[src/rtl/mwg_pkg.sv]
`timescale 1ns/1ps
// mwg_pkg: shared constants and helpers for the window generator.
// Assumes 8-bit grayscale pixels throughout.
package mwg_pkg;
    localparam int PIX_BITS = 8;

    // Integer ceiling division, used for the first fully valid column block.
    function automatic int ceil_div(input int num, input int den);
        return (num + den - 1) / den;
    endfunction
endpackage

[src/rtl/mwg_line_store.sv]
`timescale 1ns/1ps
// mwg_line_store: holds the KSIZE-1 previous image rows as one register chain.
// Each row's tail is linked to the next row's head, so a move of LANES pixels
// per beat keeps the last (KSIZE-1)*IMG_COLS pixels in raster order.
// Assumes KSIZE >= 2 and IMG_COLS > LANES. Index 0 of the chain is the oldest pixel.
module mwg_line_store import mwg_pkg::*; #(
    parameter int LANES    = 4,
    parameter int KSIZE    = 3,
    parameter int IMG_COLS = 16
) (
    input  logic                          clk,
    input  logic                          rst_n,
    input  logic                          shift_en,
    input  logic [LANES*PIX_BITS-1:0]     in_pix,
    output logic [KSIZE*LANES*PIX_BITS-1:0] blk_pix
);
    localparam int BEAT_BITS  = LANES * PIX_BITS;
    localparam int ROW_BITS   = IMG_COLS * PIX_BITS;
    localparam int CHAIN_BITS = (KSIZE - 1) * ROW_BITS;

    logic [CHAIN_BITS-1:0] chain_q;

    // Move the whole chain by one beat; the newest pixels enter at the top end.
    always_ff @(posedge clk) begin
        if (!rst_n) begin
            chain_q <= '0;
        end else if (shift_en) begin
            chain_q <= {in_pix, chain_q[CHAIN_BITS-1:BEAT_BITS]};
        end
    end

    // Column block: head of each stored row (oldest on top), incoming beat at the bottom.
    for (genvar gi = 0; gi < KSIZE - 1; gi++) begin : g_heads
        assign blk_pix[gi*BEAT_BITS +: BEAT_BITS] = chain_q[gi*ROW_BITS +: BEAT_BITS];
    end
    assign blk_pix[(KSIZE-1)*BEAT_BITS +: BEAT_BITS] = in_pix;

    // the stored rows do not move without a beat.
    a_r9_chain_holds: assert property (@(posedge clk) disable iff (!rst_n)
        !shift_en |=> $stable(chain_q));
endmodule

[src/rtl/mwg_slide_window.sv]
`timescale 1ns/1ps
// mwg_slide_window: KSIZE x (KSIZE+LANES-1) register array of pixels.
// On each beat every row moves left by LANES pixels and the new column block
// fills the rightmost LANES columns. Row 0 is the top, column 0 the left.
module mwg_slide_window import mwg_pkg::*; #(
    parameter int LANES = 4,
    parameter int KSIZE = 3
) (
    input  logic                                   clk,
    input  logic                                   rst_n,
    input  logic                                   shift_en,
    input  logic [KSIZE*LANES*PIX_BITS-1:0]        blk_pix,
    output logic                                   win_valid,
    output logic [KSIZE*(KSIZE+LANES-1)*PIX_BITS-1:0] win_pix
);
    localparam int WIN_COLS  = KSIZE + LANES - 1;
    localparam int BEAT_BITS = LANES * PIX_BITS;
    localparam int WROW_BITS = WIN_COLS * PIX_BITS;

    logic [KSIZE*WROW_BITS-1:0] win_q;
    logic                       wv_q;

    for (genvar gk = 0; gk < KSIZE; gk++) begin : g_rows
        // Slide one window row and append the block's pixels for that row.
        always_ff @(posedge clk) begin
            if (!rst_n) begin
                win_q[gk*WROW_BITS +: WROW_BITS] <= '0;
            end else if (shift_en) begin
                win_q[gk*WROW_BITS +: WROW_BITS] <=
                    {blk_pix[gk*BEAT_BITS +: BEAT_BITS],
                     win_q[gk*WROW_BITS + BEAT_BITS +: WROW_BITS - BEAT_BITS]};
            end
        end
    end

    // Flag the cycle in which a freshly formed window is on the outputs.
    always_ff @(posedge clk) begin
        if (!rst_n) wv_q <= 1'b0;
        else        wv_q <= shift_en;
    end

    assign win_pix   = win_q;
    assign win_valid = wv_q;

    // a window follows each beat and only a beat.
    a_r2_win_after_beat: assert property (@(posedge clk) disable iff (!rst_n)
        shift_en |=> win_valid);
    a_r2_no_idle_window: assert property (@(posedge clk) disable iff (!rst_n)
        !shift_en |=> !win_valid);
    // idle cycles keep the window contents.
    a_r9_window_holds: assert property (@(posedge clk) disable iff (!rst_n)
        !shift_en |=> $stable(win_pix));
endmodule

[src/rtl/mwg_pos_track.sv]
`timescale 1ns/1ps
// mwg_pos_track: column block and row counters for the incoming stream, and a
// keep flag delayed to line up with the processing elements' results.
// Assumes IMG_COLS is a multiple of LANES, KSIZE >= 2 and PE_LAT >= 1.
module mwg_pos_track import mwg_pkg::*; #(
    parameter int LANES    = 4,
    parameter int KSIZE    = 3,
    parameter int IMG_COLS = 16,
    parameter int IMG_ROWS = 6,
    parameter int PE_LAT   = 2
) (
    input  logic clk,
    input  logic rst_n,
    input  logic in_valid,
    output logic out_valid
);
    localparam int NBLK      = IMG_COLS / LANES;
    localparam int CW        = (NBLK > 1) ? $clog2(NBLK) : 1;
    localparam int RW        = (IMG_ROWS > 1) ? $clog2(IMG_ROWS) : 1;
    localparam int FIRST_BLK = ceil_div(KSIZE - 1, LANES);
    localparam logic [CW-1:0] LAST_COL  = CW'(NBLK - 1);
    localparam logic [RW-1:0] LAST_ROW  = RW'(IMG_ROWS - 1);
    localparam logic [CW-1:0] KEEP_COL  = CW'(FIRST_BLK);
    localparam logic [RW-1:0] KEEP_ROW  = RW'(KSIZE - 1);

    logic [CW-1:0]   col_blk;
    logic [RW-1:0]   row_cnt;
    logic [PE_LAT:0] keep_pipe;
    logic            last_col, last_row, keep_now;

    assign last_col = (col_blk == LAST_COL);
    assign last_row = (row_cnt == LAST_ROW);
    assign keep_now = (row_cnt >= KEEP_ROW) && (col_blk >= KEEP_COL);

    // Advance the raster position on each beat; wrap at row and frame ends.
    always_ff @(posedge clk) begin
        if (!rst_n) begin
            col_blk <= '0;
            row_cnt <= '0;
        end else if (in_valid) begin
            if (last_col) begin
                col_blk <= '0;
                row_cnt <= last_row ? '0 : row_cnt + 1'b1;
            end else begin
                col_blk <= col_blk + 1'b1;
            end
        end
    end

    // Carry the keep decision alongside the window and through the PE latency.
    always_ff @(posedge clk) begin
        if (!rst_n) keep_pipe <= '0;
        else        keep_pipe <= {keep_pipe[PE_LAT-1:0], in_valid && keep_now};
    end

    assign out_valid = keep_pipe[PE_LAT];

    // the last beat of a frame returns the position to the top-left.
    a_r8_frame_wrap: assert property (@(posedge clk) disable iff (!rst_n)
        (in_valid && last_col && last_row) |=> (row_cnt == '0 && col_blk == '0));
    // no position change without a beat.
    a_r9_idle_no_advance: assert property (@(posedge clk) disable iff (!rst_n)
        !in_valid |=> ($stable(col_blk) && $stable(row_cnt)));
    // a kept position only ever comes from an accepted beat.
    a_r6_keep_needs_beat: assert property (@(posedge clk) disable iff (!rst_n)
        !in_valid |=> !keep_pipe[0]);
endmodule

[src/rtl/mpx_window_gen.sv]
`timescale 1ns/1ps
// mpx_window_gen: multi-pixel streaming window generator.
// Accepts LANES pixels per beat in raster order, presents a sliding window for
// LANES external processing elements, and joins their results into one beat.
// Assumes the processing elements have a fixed latency of PE_LAT cycles from
// win_pix to pe_res, and that IMG_COLS is a multiple of LANES.
module mpx_window_gen import mwg_pkg::*; #(
    parameter int LANES    = 4,
    parameter int KSIZE    = 3,
    parameter int IMG_COLS = 16,
    parameter int IMG_ROWS = 6,
    parameter int PE_LAT   = 2
) (
    input  logic                                        clk,
    input  logic                                        rst_n,
    input  logic                                        in_valid,
    input  logic [LANES*PIX_BITS-1:0]                   in_pix,
    output logic                                        win_valid,
    output logic [KSIZE*(KSIZE+LANES-1)*PIX_BITS-1:0]   win_pix,
    input  logic [LANES*PIX_BITS-1:0]                   pe_res,
    output logic                                        out_valid,
    output logic [LANES*PIX_BITS-1:0]                   out_pix
);
    logic [KSIZE*LANES*PIX_BITS-1:0] blk_pix;

    mwg_line_store #(.LANES(LANES), .KSIZE(KSIZE), .IMG_COLS(IMG_COLS)) u_store (
        .clk(clk), .rst_n(rst_n), .shift_en(in_valid),
        .in_pix(in_pix), .blk_pix(blk_pix)
    );

    mwg_slide_window #(.LANES(LANES), .KSIZE(KSIZE)) u_window (
        .clk(clk), .rst_n(rst_n), .shift_en(in_valid),
        .blk_pix(blk_pix), .win_valid(win_valid), .win_pix(win_pix)
    );

    mwg_pos_track #(.LANES(LANES), .KSIZE(KSIZE), .IMG_COLS(IMG_COLS),
                    .IMG_ROWS(IMG_ROWS), .PE_LAT(PE_LAT)) u_track (
        .clk(clk), .rst_n(rst_n), .in_valid(in_valid), .out_valid(out_valid)
    );

    // Join the lane results: lane j lands in byte j of the output beat.
    for (genvar gj = 0; gj < LANES; gj++) begin : g_join
        assign out_pix[gj*PIX_BITS +: PIX_BITS] = pe_res[gj*PIX_BITS +: PIX_BITS];
    end
endmodule

[config.mk]
export PLATFORM = sky130hd
export DESIGN_NAME = mpx_window_gen
export DESIGN_NICKNAME = d
export VERILOG_FILES = /design/src/rtl/mwg_pkg.sv /design/src/rtl/mwg_line_store.sv /design/src/rtl/mwg_slide_window.sv /design/src/rtl/mwg_pos_track.sv /design/src/rtl/mpx_window_gen.sv
export SDC_FILE = /design/constraint.sdc
export NUM_CORES = 1
export LEC_CHECK = 0
export BUFFER_PORTS_ARGS = -buffer_cell sky130_fd_sc_hd__buf_2
export CAP_MARGIN = 25
export CORE_MARGIN = 5
export CORE_UTILIZATION = 55
export CTS_CLUSTER_DIAMETER = 60
export DETAILED_ROUTE_END_ITERATION = 6
export MAX_ROUTING_LAYER = met4
export PLACE_DENSITY = 0.83
export SLEW_MARGIN = 15
export SYNTH_ARGS = -nofsm -noshare
export SYNTH_HDL_FRONTEND = slang
export SYNTH_SLANG_ARGS = --single-unit
[constraint.sdc]
create_clock -name clk -period 1.2 [get_ports clk]
set_input_delay 0.3 -clock clk [delete_from_list [all_inputs] [get_ports clk]]
set_output_delay 0.3 -clock clk [all_outputs]
set_load 0.01 [all_outputs]
### Yosys cells after proc, flatten, opt, wreduce, memory -nomap -nowiden

Cells that the tools add are included.

* logic and storage cells: 19
* register bits: 409
* input bits: 67
* output and inout port bits: 178

* order comparisons: 2
* mux-type cells: 2
* reductions and logical operators: 3
* add/sub/neg operators: 2
* eq/ne operators: 2

Operators by type and width (number)
* $add 3x1->3 const B: 1
* $eq 3x3->1 const B: 1
* $ge 3x2->1 const B: 1
* $mux 3: 1
* $add 2x1->2 const B: 1
* $eq 2x2->1 const B: 1
* $ge 2x1->1 const B: 1
* $logic_and 1x1->1: 2
* $mux 2: 1
* $reduce_and 2->1: 1

### Depth between registers and ports, before layout

Gate-level depths: netlist of the first run.

* depth after elaboration: 3
* mapped depth: 5
* depth with buffers taken out: 4

### Cells and area by module

From an unflattened synthesis of the first run, not the netlist that was laid out.

* cell total of the unflattened synthesis: 1452
* area, all modules: 16698.5 um^2

By module, submodules not included
* mwg_line_store: times used 1, sequential area each 5124.9 um^2, area an instance 10671.5 um^2, cells each 921
* mwg_slide_window: times used 1, sequential area each 2902.8 um^2, area an instance 5456.5 um^2, cells each 466
* mwg_pos_track: times used 1, sequential area each 160.2 um^2, area an instance 330.3 um^2, cells each 33
* mpx_window_gen: times used 1, sequential area each 0.0 um^2, area an instance 240.2 um^2, cells each 32

### Worst setup path before layout of the first run

Ideal clock, no wire load.

* path type: input-to-reg
* start: input rst_n
* end: register u_store.chain_q[100]
* library setup time: 0.117 ns
* required time: 1.083 ns
* slack: 0.123 ns
* stages: 5
* buffers on the path: 3
* data arrival time: 0.960 ns
* path through: buf_4 > inv_2 > buf_2 > buf_2 > nor2_1

RTL lines
* start, declared: RTL line mpx_window_gen.sv:15 `input logic rst_n,`
* end signal, assigned: RTL line mwg_line_store.sv:28 `chain_q <= {in_pix, chain_q[CHAIN_BITS-1:BEAT_BITS]};`
* end, declared: RTL line mwg_line_store.sv:21 `logic [CHAIN_BITS-1:0] chain_q;`

No word-level cell between the ends.

==> flow_results.xml, run 1 <==
<?xml version="1.0" encoding="UTF-8"?>
<metrics>
  <group name="status">
    <metric name="outcome" unit="">complete, but fails checks</metric>
    <metric name="violations" unit="">negative setup slack</metric>
  </group>
  <group name="sta">
    <metric name="fin_crit" unit="ns">1.32</metric>
    <metric name="tightestPinTransition" unit="ns">0.308</metric>
    <metric name="worst_slack" unit="ns">-0.120</metric>
    <metric name="fin_worst_skew" unit="ns">0.00906</metric>
    <metric name="fin_hold_ws" unit="ns">0.0207</metric>
    <metric name="clock.fmax" unit="GHz">0.758</metric>
    <metric name="finalCritPeriodShare" unit="%">110</metric>
    <metric name="slew-limit-headroom" unit="%">78.9</metric>
    <metric name="setup-violations-final" unit="">146</metric>
    <metric name="final_max_slew_viol_count" unit="">0</metric>
    <metric name="rsz_0062_raised_after_global_routing" unit="">true</metric>
    <metric name="setup_tns" unit="ns">-13.01</metric>
    <metric name="finalHoldViolations" unit="">0</metric>
  </group>
  <group name="yosys">
    <metric name="synthDominantCellAreaShare" unit="%">50.7</metric>
    <metric name="synth.cell_area" unit="mm^2">0.0124</metric>
    <metric name="yosysSeqAreaShare" unit="%">50.7</metric>
    <metric name="ranking_of_synthesized_cells_by_area" unit="">sky130_fd_sc_hd__dfxtp_1, sky130_fd_sc_hd__mux2i_1, sky130_fd_sc_hd__nor2_1, sky130_fd_sc_hd__buf_4, sky130_fd_sc_hd__buf_12</metric>
    <metric name="syn_area_per_cell" unit="um^2">10.8</metric>
    <metric name="synth.net_count" unit="">1212</metric>
    <metric name="netlist_instances" unit="">1143</metric>
    <metric name="distinct_cells_synth" unit="">21</metric>
    <metric name="synth-seq-cells" unit="">313</metric>
    <metric name="yosys_warnings" unit="">0</metric>
    <metric name="netlist.top_cell.by_area" unit="">sky130_fd_sc_hd__dfxtp_1</metric>
  </group>
  <group name="global_route">
    <metric name="grt_max_degree" unit="">45</metric>
    <metric name="grt_remaining_overflow" unit="">0</metric>
    <metric name="antenna_found_initial" unit="">1</metric>
    <metric name="grt_first_pass_wirelength" unit="mm">45.8</metric>
    <metric name="vias_in_the_first_global_route" unit="">9027</metric>
    <metric name="grtUsageTotal" unit="%">22.3</metric>
  </group>
  <group name="drt">
    <metric name="first_iter_violations" unit="">423</metric>
    <metric name="antenna_violating_nets_post_route" unit="">0</metric>
    <metric name="drt-wirelength-per-cell" unit="um">17.1</metric>
    <metric name="dr.pass1.iters" unit="">5</metric>
    <metric name="detailroute.via_count" unit="">8368</metric>
    <metric name="post-route-drc-count" unit="">0</metric>
    <metric name="drt_wl_total" unit="mm">28.8</metric>
    <metric name="viasPerCell" unit="">4.98</metric>
  </group>
  <group name="power">
    <metric name="worst_ir_drop_on_vdd" unit="uV">1300</metric>
    <metric name="switching_share" unit="%">22.1</metric>
    <metric name="intPower" unit="mW">17.1</metric>
    <metric name="power.clock.fraction" unit="%">44.3</metric>
    <metric name="power_density_normalized_to_cell_area" unit="mW/mm^2">1370</metric>
    <metric name="pwr-share-seq" unit="%">48.5</metric>
    <metric name="cellLeakagePower" unit="nW">7.64</metric>
    <metric name="pwr-share-comb" unit="%">7.3</metric>
    <metric name="design_power_total" unit="mW">21.9</metric>
    <metric name="net_switching_power" unit="mW">4.85</metric>
  </group>
  <group name="floorplan">
    <metric name="chipWidth" unit="um">160</metric>
    <metric name="core_area" unit="mm^2">0.0220</metric>
    <metric name="row_count" unit="">54</metric>
    <metric name="initial_utilization" unit="%">56.3</metric>
    <metric name="die_y" unit="um">160</metric>
    <metric name="boundaryPins" unit="">245</metric>
    <metric name="design.die.area" unit="mm^2">0.0256</metric>
  </group>
  <group name="setup_path">
    <metric name="setup_crit_path_kind" unit="">reg -&gt; out</metric>
    <metric name="crit_fanout" unit="">3</metric>
    <metric name="crit_family" unit="">flip-flops</metric>
    <metric name="critical_path.slowest_cell" unit="">sky130_fd_sc_hd__dfxtp_4</metric>
    <metric name="path_cells" unit="">buf_6</metric>
    <metric name="timing.critical_path.to_type" unit="">primary output</metric>
    <metric name="worstSetupStartpointType" unit="">flip-flop</metric>
    <metric name="worst-path-buf-inv" unit="">1</metric>
    <metric name="crit_path_max_incr_delay" unit="ns">0.35</metric>
    <metric name="worst_ep_required_time" unit="ns">0.90</metric>
    <metric name="cp_data_arrival_time" unit="ns">1.02</metric>
  </group>
  <group name="cells_and_area">
    <metric name="share_of_final_layout_standard_cells_stronger_than_drive_strength_1" unit="%">40.4</metric>
    <metric name="leading_cell_types_in_the_layout_fill_and_taps_excluded" unit="">sky130_fd_sc_hd__mux2i_1, sky130_fd_sc_hd__nor2_1, sky130_fd_sc_hd__dfxtp_1, sky130_fd_sc_hd__buf_4, sky130_fd_sc_hd__buf_6</metric>
    <metric name="fin_nets" unit="">1446</metric>
    <metric name="area_growth" unit="%">29.4</metric>
    <metric name="layout.cells.most_common" unit="">sky130_fd_sc_hd__mux2i_1</metric>
    <metric name="finish.utilization" unit="%">72.9</metric>
  </group>
  <group name="clock_tree">
    <metric name="cts_inserted_buffers" unit="">31</metric>
    <metric name="cts.root.buffer_cell" unit="">sky130_fd_sc_hd__clkbuf_16</metric>
    <metric name="max-clock-path-buffers" unit="">3</metric>
    <metric name="clk_latency" unit="ns">0.55</metric>
    <metric name="cts_tree" unit="">built</metric>
    <metric name="cts.sink_count" unit="">313</metric>
    <metric name="htree_num_levels" unit="">1</metric>
    <metric name="clk_pin_slew_worst_paths" unit="ns">0.06</metric>
  </group>
  <group name="place">
    <metric name="place.port_buffers" unit="">180</metric>
    <metric name="finalWeightedCongestion" unit="">0.734</metric>
    <metric name="post-place-ws" unit="ns">-0.0416</metric>
    <metric name="detailedPlacementHpwl" unit="mm">15.5</metric>
  </group>
  <group name="flow_run">
    <metric name="max_cap_viol_count" unit="">0</metric>
  </group>
  <group name="min_path">
    <metric name="timing.hold.worst.class" unit="">in -&gt; reg</metric>
  </group>
</metrics>
-- stage by stage --
step | instances | instance area (um^2)
detailed placement | 1458 | 12600
finish | 1682 | 16000
global placement | 1458 | 12600
floorplan | 1143 | 12400
global route | 1682 | 16000
CTS | 1658 | 15800
-- cells by family after synthesis --
logic type / synth area share [%]
AOI/OAI and AO/OA: 0.223
adders and majority gates: 0.202
buffers and inverters: 14.2
DFF: 50.7
muxes: 24.9
and+or+nand+nor: 9.87
-- worst register-to-register path, stage by stage, from the launching register on --
cell and delay, ns:
sky130_fd_sc_hd__dfxtp_1 0.34, sky130_fd_sc_hd__ha_2 0.22, sky130_fd_sc_hd__or3b_1 0.35, sky130_fd_sc_hd__a21oi_1 0.14
-- synthesized netlist by cell type, drive strengths merged --
cell / number
mux2i: 307
nor2: 306
nand2: 2
a21oi: 2
nand2b: 1
a21bo: 1
clkbuf: 7
o211ai: 1
and3: 1
inv: 3
buf: 190
dfxtp: 313
ha: 2
or3b: 2
nand3b: 2
and2: 3
-- routing by layer --
layer | part of all wire [%] | global-route usage (%) | vias up
li1 | - | - | 4094
met1 | 35 | 21.9 | 3992
met3 | 4.3 | 4.25 | 85
met2 | 57 | 43.1 | 197
met4 | 3.6 | 8.13 | 0
met5 | 0 | - | -
-- path summary, 6_finish.rpt --
kind	start	depth (start not counted)	to	slack, ns
worst min-delay path	in_pix[12]	3	u_store.chain_q[236]	0.02
worst max register to register	u_track.col_blk[0]	3	u_track.col_blk[0]	0.07
worst min register to register	u_track.keep_pipe[1]	1	u_track.keep_pipe[2]	0.43
worst max-delay path	u_store.chain_q[251]	1	win_pix[139]	-0.12
-- area by class of cell --
cell class	instances	area [um^2]
Fill cell	1399	5950
Sequential cell	313	6460
Antenna cell	1	2.50
Inverter	3	18.8
Tap cell	280	350
Clock inverter	18	214
Timing Repair Buffer	398	3800
Clock buffer	39	816
Multi-Input combinational cell	630	4350
-- state kept, by name (all words and copies together), names as in the netlist --
register / count
u_store.chain_q: 240
u_track.keep_pipe: 3
u_window.win_valid: 1
u_window.win_pix: 64
u_track.col_blk: 2
u_track.row_cnt: 3
-- repair_timing --
item	in CTS	in global routing
hold endpoints to repair	29	0
hold buffers	29	0
endpoints found under the setup margin	146	147
resized for setup	301	3
setup buffers	114	23
-- power groups by stage --
stage	Sequential, mW	Clock, mW	Combinational, mW
6_report	10.6	9.71	1.60
5_1_grt	10.6	10.4	1.71
4_1_cts	10.6	9.88	1.56
3_5_place_dp	10.9	0	1.23
3_3_place_gp	10.9	0	1.21
2_1_floorplan	10.8	0	1.21
(Power assumes the default switching activity.)
==> inputs of run 2 (changes only) <==
Settings changed: BUFFER_PORTS_ARGS -buffer_cell sky130_fd_sc_hd__buf_2 to default, CORE_UTILIZATION 55 to 60, DONT_BUFFER_PORTS from default to 1, PLACE_DENSITY 0.83 to 0.79.
==> flow_results.xml, run 2 (synthesis results as in run 1) <==
<?xml version="1.0" encoding="UTF-8"?>
<metrics>
  <group name="cells_and_area">
    <metric name="area_growth" unit="%">7.34</metric>
    <metric name="leading_cell_types_in_the_layout_fill_and_taps_excluded" unit="">sky130_fd_sc_hd__nor2_1, sky130_fd_sc_hd__mux2i_1, sky130_fd_sc_hd__dfxtp_1, sky130_fd_sc_hd__dfxtp_4, sky130_fd_sc_hd__dlygate4sd3_1</metric>
    <metric name="share_of_final_layout_standard_cells_stronger_than_drive_strength_1" unit="%">20.1</metric>
    <metric name="number_of_flip_flops_under_the_largest_register_name" unit="">240</metric>
    <metric name="regMostFlops" unit="">u_store.chain_q</metric>
    <metric name="layout.cells.most_common" unit="">sky130_fd_sc_hd__nor2_1</metric>
    <metric name="fin_nets" unit="">1122</metric>
    <metric name="fill_cells" unit="">1491</metric>
    <metric name="finish.utilization" unit="%">65.6</metric>
    <metric name="antenna_cells_inserted" unit="">0</metric>
  </group>
  <group name="status">
    <metric name="outcome" unit="">complete, but fails checks</metric>
    <metric name="violations" unit="">negative hold slack, negative setup slack</metric>
  </group>
  <group name="clock_tree">
    <metric name="cts-hold-fix-buffers" unit="">149</metric>
    <metric name="clk_pin_slew_worst_paths" unit="ns">0.06</metric>
    <metric name="htree_num_levels" unit="">1</metric>
    <metric name="cts.sink_count" unit="">313</metric>
    <metric name="clk_latency" unit="ns">0.53</metric>
    <metric name="cts_inserted_buffers" unit="">31</metric>
    <metric name="buffers_inserted_by_post_cts_timing_repair" unit="">0</metric>
    <metric name="max-clock-path-buffers" unit="">3</metric>
    <metric name="cts_tree" unit="">built</metric>
    <metric name="cts.root.buffer_cell" unit="">sky130_fd_sc_hd__clkbuf_16</metric>
  </group>
  <group name="drt">
    <metric name="antenna_violating_nets_post_route" unit="">0</metric>
    <metric name="dr.pass1.iters" unit="">4</metric>
    <metric name="post-route-drc-count" unit="">0</metric>
    <metric name="viasPerCell" unit="">5.21</metric>
    <metric name="detailroute.via_count" unit="">7018</metric>
    <metric name="first_iter_violations" unit="">286</metric>
    <metric name="drt_wl_total" unit="mm">22.5</metric>
    <metric name="drt-wirelength-per-cell" unit="um">16.7</metric>
  </group>
  <group name="setup_path">
    <metric name="worstSetupStartpointType" unit="">primary input</metric>
    <metric name="cp_data_arrival_time" unit="ns">2.10</metric>
    <metric name="worst_ep_required_time" unit="ns">1.63</metric>
    <metric name="setup_crit_path_kind" unit="">in -&gt; reg</metric>
    <metric name="rr_endpoint" unit="">u_store.chain_q[40]</metric>
    <metric name="crit_fanout" unit="">312</metric>
    <metric name="r2r-start" unit="">u_store.chain_q[72]</metric>
    <metric name="timing.critical_path.to_type" unit="">flip-flop</metric>
    <metric name="reg2regPathDepth" unit="">3</metric>
    <metric name="worst-r2r-setup-slack" unit="ns">0.01</metric>
  </group>
  <group name="min_path">
    <metric name="hold-path-endpoint" unit="">u_store.chain_q[230]</metric>
    <metric name="timing.hold.worst.class" unit="">in -&gt; reg</metric>
    <metric name="hold_startpoint" unit="">in_valid</metric>
    <metric name="worst_hold_path.num_cells" unit="">2</metric>
  </group>
  <group name="power">
    <metric name="net_switching_power" unit="mW">4.20</metric>
    <metric name="design_power_total" unit="mW">20.7</metric>
    <metric name="worst_ir_drop_on_vdd" unit="uV">1220</metric>
    <metric name="cellLeakagePower" unit="nW">5.70</metric>
    <metric name="pwr-share-seq" unit="%">50.6</metric>
    <metric name="intPower" unit="mW">16.5</metric>
    <metric name="switching_share" unit="%">20.2</metric>
    <metric name="pwr-share-comb" unit="%">3.7</metric>
    <metric name="power.clock.fraction" unit="%">45.7</metric>
    <metric name="power_density_normalized_to_cell_area" unit="mW/mm^2">1560</metric>
  </group>
  <group name="global_route">
    <metric name="vias_in_the_first_global_route" unit="">7650</metric>
    <metric name="use_met1" unit="%">20.6</metric>
    <metric name="grtUsageTotal" unit="%">19.9</metric>
    <metric name="busiest_layer" unit="">met2</metric>
    <metric name="global_routing_usage_on_met3" unit="%">6.46</metric>
    <metric name="grt_remaining_overflow" unit="">0</metric>
    <metric name="grt_first_pass_wirelength" unit="mm">38.7</metric>
    <metric name="grt_max_degree" unit="">313</metric>
    <metric name="antenna_found_initial" unit="">0</metric>
    <metric name="grt.met2_usage" unit="%">36.7</metric>
  </group>
  <group name="sta">
    <metric name="fin_hold_ws" unit="ns">-0.0234</metric>
    <metric name="setup-violations-final" unit="">92</metric>
    <metric name="clock.fmax" unit="GHz">0.596</metric>
    <metric name="worst_slack" unit="ns">-0.477</metric>
    <metric name="slew-limit-headroom" unit="%">2.21</metric>
    <metric name="finalCritPeriodShare" unit="%">140</metric>
    <metric name="rsz_0062_raised_after_global_routing" unit="">true</metric>
    <metric name="fin_crit" unit="ns">1.68</metric>
    <metric name="tightestPinTransition" unit="ns">1.47</metric>
    <metric name="final_max_slew_viol_count" unit="">0</metric>
    <metric name="finalHoldViolations" unit="">1</metric>
    <metric name="fin_worst_skew" unit="ns">0.0108</metric>
  </group>
  <group name="floorplan">
    <metric name="die_y" unit="um">154</metric>
    <metric name="boundaryPins" unit="">245</metric>
    <metric name="initial_utilization" unit="%">61.1</metric>
    <metric name="core_area" unit="mm^2">0.0202</metric>
    <metric name="chipWidth" unit="um">154</metric>
    <metric name="row_count" unit="">52</metric>
    <metric name="design.die.area" unit="mm^2">0.0236</metric>
  </group>
  <group name="flow_run">
    <metric name="max_cap_viol_count" unit="">0</metric>
  </group>
  <group name="place">
    <metric name="place.port_buffers" unit="">0</metric>
    <metric name="finalWeightedCongestion" unit="">0.749</metric>
    <metric name="detailedPlacementHpwl" unit="mm">13.4</metric>
  </group>
</metrics>
## run 2: worst max path at each step
| stage | end | slack, ns | cells after the start | startpoint |
|---|---|---|---|---|
| after floorplan | u_store.chain_q[100] | 0.12 | 5 | rst_n |
| after global placement | u_track.col_blk[0] | 0.12 | 3 | u_track.col_blk[0] |
| after detailed placement | u_track.col_blk[0] | 0.11 | 3 | u_track.col_blk[0] |
| after CTS | win_pix[83] | -0.05 | 0 | u_store.chain_q[115] |
| after global routing | win_pix[83] | -0.06 | 0 | u_store.chain_q[115] |
| final | u_store.chain_q[173] | -0.48 | 3 | in_valid |
## run 2: timing repair
action                     4_1_cts  5_1_grt
setup endpoints to repair      146      236
resized for setup              254       21
hold endpoints to repair       205       13
pin swaps                        0        3
## run 2: cell type report
class / instances / area [um^2] / area share, %
multi-input cells: 630 / 4360 / 32.8
inverters: 3 / 18.8 / 0.141
flip-flops and latches: 313 / 6760 / 50.9
repair buffers: 74 / 778 / 5.86
clock buffers: 51 / 941 / 7.09
clock inverters: 6 / 82.6 / 0.622
well taps: 270 / 338 / 2.55
## run 2: stage by stage
stage	cells	TNS (ns)	hold WS, ns	setup WS [ns]	instance area (um^2)
3_3_place_gp	1231	0	0.414	0.118	11200
6_report	1347	-7.80	-0.0234	-0.477	13300
3_5_place_dp	1231	0	0.420	0.109	11200
2_1_floorplan	1143	0	0.412	0.123	12400
4_1_cts	1437	-3.71	-0.0582	-0.0523	14100
5_1_grt	1347	-4.85	-0.0452	-0.0595	13300
## run 2: layer usage
layer	share of wire (%)	routed length, um	vias to the layer above
li1	-	-	3471
met1	37	8210	3342
met2	53	12000	164
met3	7.9	1770	41
met4	2.2	484	0
met5	0	0	-
## run 2: worst max-delay path, cell delays in order
cell and delay [ns]:
sky130_fd_sc_hd__mux2i_1 0.47, sky130_fd_sc_hd__dlygate4sd3_1 0.60, sky130_fd_sc_hd__nor2_1 0.04
## run 2: power by group through the flow
stage / registers (mW) / clock network (mW) / logic (mW)
global placement: 10.9 / 0 / 0.587
finish: 10.5 / 9.49 / 0.770
floorplan: 10.8 / 0 / 1.21
CTS: 10.5 / 9.72 / 0.813
detailed placement: 10.9 / 0 / 0.599
global route: 10.5 / 10.2 / 0.806
==> inputs of run 3 (changes only) <==
Settings changed: REMOVE_ABC_BUFFERS from default to 1.
==> flow_results.xml, run 3 (synthesis results as in run 1) <==
<?xml version="1.0" encoding="UTF-8"?>
<metrics>
  <group name="cells_and_area">
    <metric name="leading_cell_types_in_the_layout_fill_and_taps_excluded" unit="">sky130_fd_sc_hd__mux2i_1, sky130_fd_sc_hd__nor2_1, sky130_fd_sc_hd__dfxtp_1, sky130_fd_sc_hd__dfxtp_4, sky130_fd_sc_hd__dlygate4sd3_1</metric>
    <metric name="regMostFlops" unit="">u_store.chain_q</metric>
    <metric name="fill_cells" unit="">1449</metric>
    <metric name="fin_nets" unit="">1114</metric>
    <metric name="number_of_flip_flops_under_the_largest_register_name" unit="">240</metric>
    <metric name="share_of_final_layout_standard_cells_stronger_than_drive_strength_1" unit="%">20.6</metric>
    <metric name="final_cells" unit="">1341</metric>
    <metric name="layout.cells.most_common" unit="">sky130_fd_sc_hd__mux2i_1</metric>
    <metric name="area_growth" unit="%">7.85</metric>
  </group>
  <group name="sta">
    <metric name="worst_slack" unit="ns">-0.394</metric>
    <metric name="finalCritPeriodShare" unit="%">133</metric>
    <metric name="rsz_0062_raised_after_global_routing" unit="">true</metric>
    <metric name="finalHoldViolations" unit="">11</metric>
    <metric name="fin_hold_ws" unit="ns">-0.0623</metric>
    <metric name="final_max_slew_viol_count" unit="">0</metric>
    <metric name="fin_worst_skew" unit="ns">0.00752</metric>
    <metric name="setup-violations-final" unit="">139</metric>
    <metric name="tightestPinTransition" unit="ns">1.38</metric>
    <metric name="slew-limit-headroom" unit="%">8.21</metric>
    <metric name="fin_crit" unit="ns">1.59</metric>
    <metric name="clock.fmax" unit="GHz">0.627</metric>
  </group>
  <group name="setup_path">
    <metric name="critical_path.slowest_cell" unit="">sky130_fd_sc_hd__dlygate4sd3_1</metric>
    <metric name="cp_data_arrival_time" unit="ns">2.03</metric>
    <metric name="path_cells" unit="">mux2i_1 -&gt; dlygate4sd3_1 -&gt; nor2_1</metric>
    <metric name="setup_crit_path_kind" unit="">in -&gt; reg</metric>
    <metric name="worst_ep_required_time" unit="ns">1.64</metric>
    <metric name="reg2regPathDepth" unit="">3</metric>
    <metric name="timing.critical_path.to_type" unit="">flip-flop</metric>
    <metric name="rr_endpoint" unit="">u_store.chain_q[161]</metric>
    <metric name="crit_fanout" unit="">312</metric>
    <metric name="worst-path-stages" unit="">3</metric>
    <metric name="worst-r2r-setup-slack" unit="ns">0.01</metric>
    <metric name="crit_family" unit="">buffers and inverters</metric>
    <metric name="r2r-start" unit="">u_store.chain_q[193]</metric>
    <metric name="crit_path_max_incr_delay" unit="ns">0.59</metric>
    <metric name="worst-path-buf-inv" unit="">1</metric>
    <metric name="worstSetupStartpointType" unit="">primary input</metric>
  </group>
  <group name="clock_tree">
    <metric name="htree_num_levels" unit="">1</metric>
    <metric name="cts_tree" unit="">built</metric>
    <metric name="cts.root.buffer_cell" unit="">sky130_fd_sc_hd__clkbuf_16</metric>
    <metric name="clk_latency" unit="ns">0.54</metric>
    <metric name="clk_pin_slew_worst_paths" unit="ns">0.06</metric>
    <metric name="buffers_inserted_by_post_cts_timing_repair" unit="">0</metric>
    <metric name="cts.sink_count" unit="">313</metric>
    <metric name="max-clock-path-buffers" unit="">3</metric>
    <metric name="cts_inserted_buffers" unit="">31</metric>
  </group>
  <group name="power">
    <metric name="worst_ir_drop_on_vdd" unit="uV">1320</metric>
    <metric name="switching_share" unit="%">20.2</metric>
    <metric name="intPower" unit="mW">17.4</metric>
    <metric name="power_density_normalized_to_cell_area" unit="mW/mm^2">1630</metric>
    <metric name="pwr-share-comb" unit="%">3.5</metric>
    <metric name="cellLeakagePower" unit="nW">5.76</metric>
    <metric name="power.clock.fraction" unit="%">48.3</metric>
    <metric name="pwr-share-seq" unit="%">48.1</metric>
    <metric name="net_switching_power" unit="mW">4.39</metric>
  </group>
  <group name="drt">
    <metric name="drt-wirelength-per-cell" unit="um">16.8</metric>
    <metric name="antenna_violating_nets_post_route" unit="">0</metric>
    <metric name="post-route-drc-count" unit="">0</metric>
    <metric name="dr.pass1.iters" unit="">4</metric>
    <metric name="first_iter_violations" unit="">304</metric>
    <metric name="drt_wl_total" unit="mm">22.5</metric>
    <metric name="viasPerCell" unit="">5.20</metric>
    <metric name="detailroute.via_count" unit="">6978</metric>
  </group>
  <group name="floorplan">
    <metric name="die_y" unit="um">154</metric>
    <metric name="initial_utilization" unit="%">61.1</metric>
    <metric name="boundaryPins" unit="">245</metric>
    <metric name="chipWidth" unit="um">154</metric>
    <metric name="core_area" unit="mm^2">0.0202</metric>
    <metric name="row_count" unit="">52</metric>
    <metric name="design.die.area" unit="mm^2">0.0236</metric>
  </group>
  <group name="place">
    <metric name="finalWeightedCongestion" unit="">0.725</metric>
    <metric name="placed_cells_incl_taps" unit="">1228</metric>
    <metric name="detailedPlacementHpwl" unit="mm">12.7</metric>
    <metric name="post-place-ws" unit="ns">0.0418</metric>
    <metric name="place.port_buffers" unit="">0</metric>
  </group>
  <group name="min_path">
    <metric name="timing.hold.worst.class" unit="">in -&gt; reg</metric>
    <metric name="hold-path-endpoint" unit="">u_store.chain_q[31]</metric>
    <metric name="hold_startpoint" unit="">in_valid</metric>
    <metric name="worst_hold_path.num_cells" unit="">2</metric>
  </group>
  <group name="status">
    <metric name="outcome" unit="">complete, but fails checks</metric>
    <metric name="violations" unit="">negative hold slack, negative setup slack</metric>
  </group>
  <group name="global_route">
    <metric name="grt_remaining_overflow" unit="">0</metric>
    <metric name="vias_in_the_first_global_route" unit="">7479</metric>
    <metric name="grt_max_degree" unit="">313</metric>
    <metric name="grtUsageTotal" unit="%">19.8</metric>
    <metric name="antenna_found_initial" unit="">1</metric>
    <metric name="grt_first_pass_wirelength" unit="mm">38.5</metric>
  </group>
  <group name="flow_run">
    <metric name="max_cap_viol_count" unit="">0</metric>
  </group>
</metrics>
## run 3: area by class of cell
class	instances	area [um^2]	area share (%)
diodes	1	2.50	0.0188
clock buffers	42	907	6.80
clock inverters	16	244	1.83
inverters	3	18.8	0.141
multi-input cells	630	4360	32.7
flip-flops and latches	313	6760	50.7
well taps	270	338	2.53
repair buffers	66	708	5.31
## run 3: worst max-delay path by stage
stage	from	end	slack, ns
3_5_place_dp	u_track.col_blk[0]	u_track.col_blk[0]	0.04
5_1_grt	u_store.chain_q[82]	win_pix[50]	-0.07
3_3_place_gp	u_track.col_blk[0]	u_track.col_blk[0]	0.12
6_report	in_valid	u_store.chain_q[29]	-0.39
4_1_cts	u_store.chain_q[101]	win_pix[69]	-0.06
2_1_floorplan	rst_n	u_store.chain_q[0]	-1.76
## run 3: metrics by stage
| step | TNS [ns] | power (mW) | instance area [um^2] | utilization [%] |
|---|---|---|---|---|
| floorplan | -541.25 | 11.3 | 10600 | - |
| global placement | 0 | 11.5 | 11100 | 55.0 |
| detailed placement | 0 | 11.5 | 11100 | 55.0 |
| CTS | -6.26 | 22.0 | 14000 | 69.1 |
| global route | -7.08 | 22.5 | 13300 | 65.9 |
| finish | -5.38 | 21.8 | 13300 | 65.9 |
## run 3: routing by layer
layer	up-vias	GRT usage [%]	routed length, um
met5	-	-	0
met4	0	5.38	546
met3	45	7.76	1960
met2	194	31.9	10500
met1	3276	23.3	9450
li1	3463	-	-
## run 3: repair_timing
item                                   CTS  global route
setup endpoints to repair              146           436
endpoints found under the hold margin  190            52
pin swaps                                0             0
hold buffers                           125             1
gates resized for setup                251            24
## run 3: power groups by stage
| stage | logic [mW] | clock network, mW | registers, mW |
|---|---|---|---|
| after floorplan | 0.471 | 0 | 10.9 |
| after global placement | 0.581 | 0 | 10.9 |
| after detailed placement | 0.593 | 0 | 10.9 |
| after CTS | 0.782 | 10.8 | 10.5 |
| after global routing | 0.794 | 11.3 | 10.5 |
| final | 0.763 | 10.5 | 10.5 |
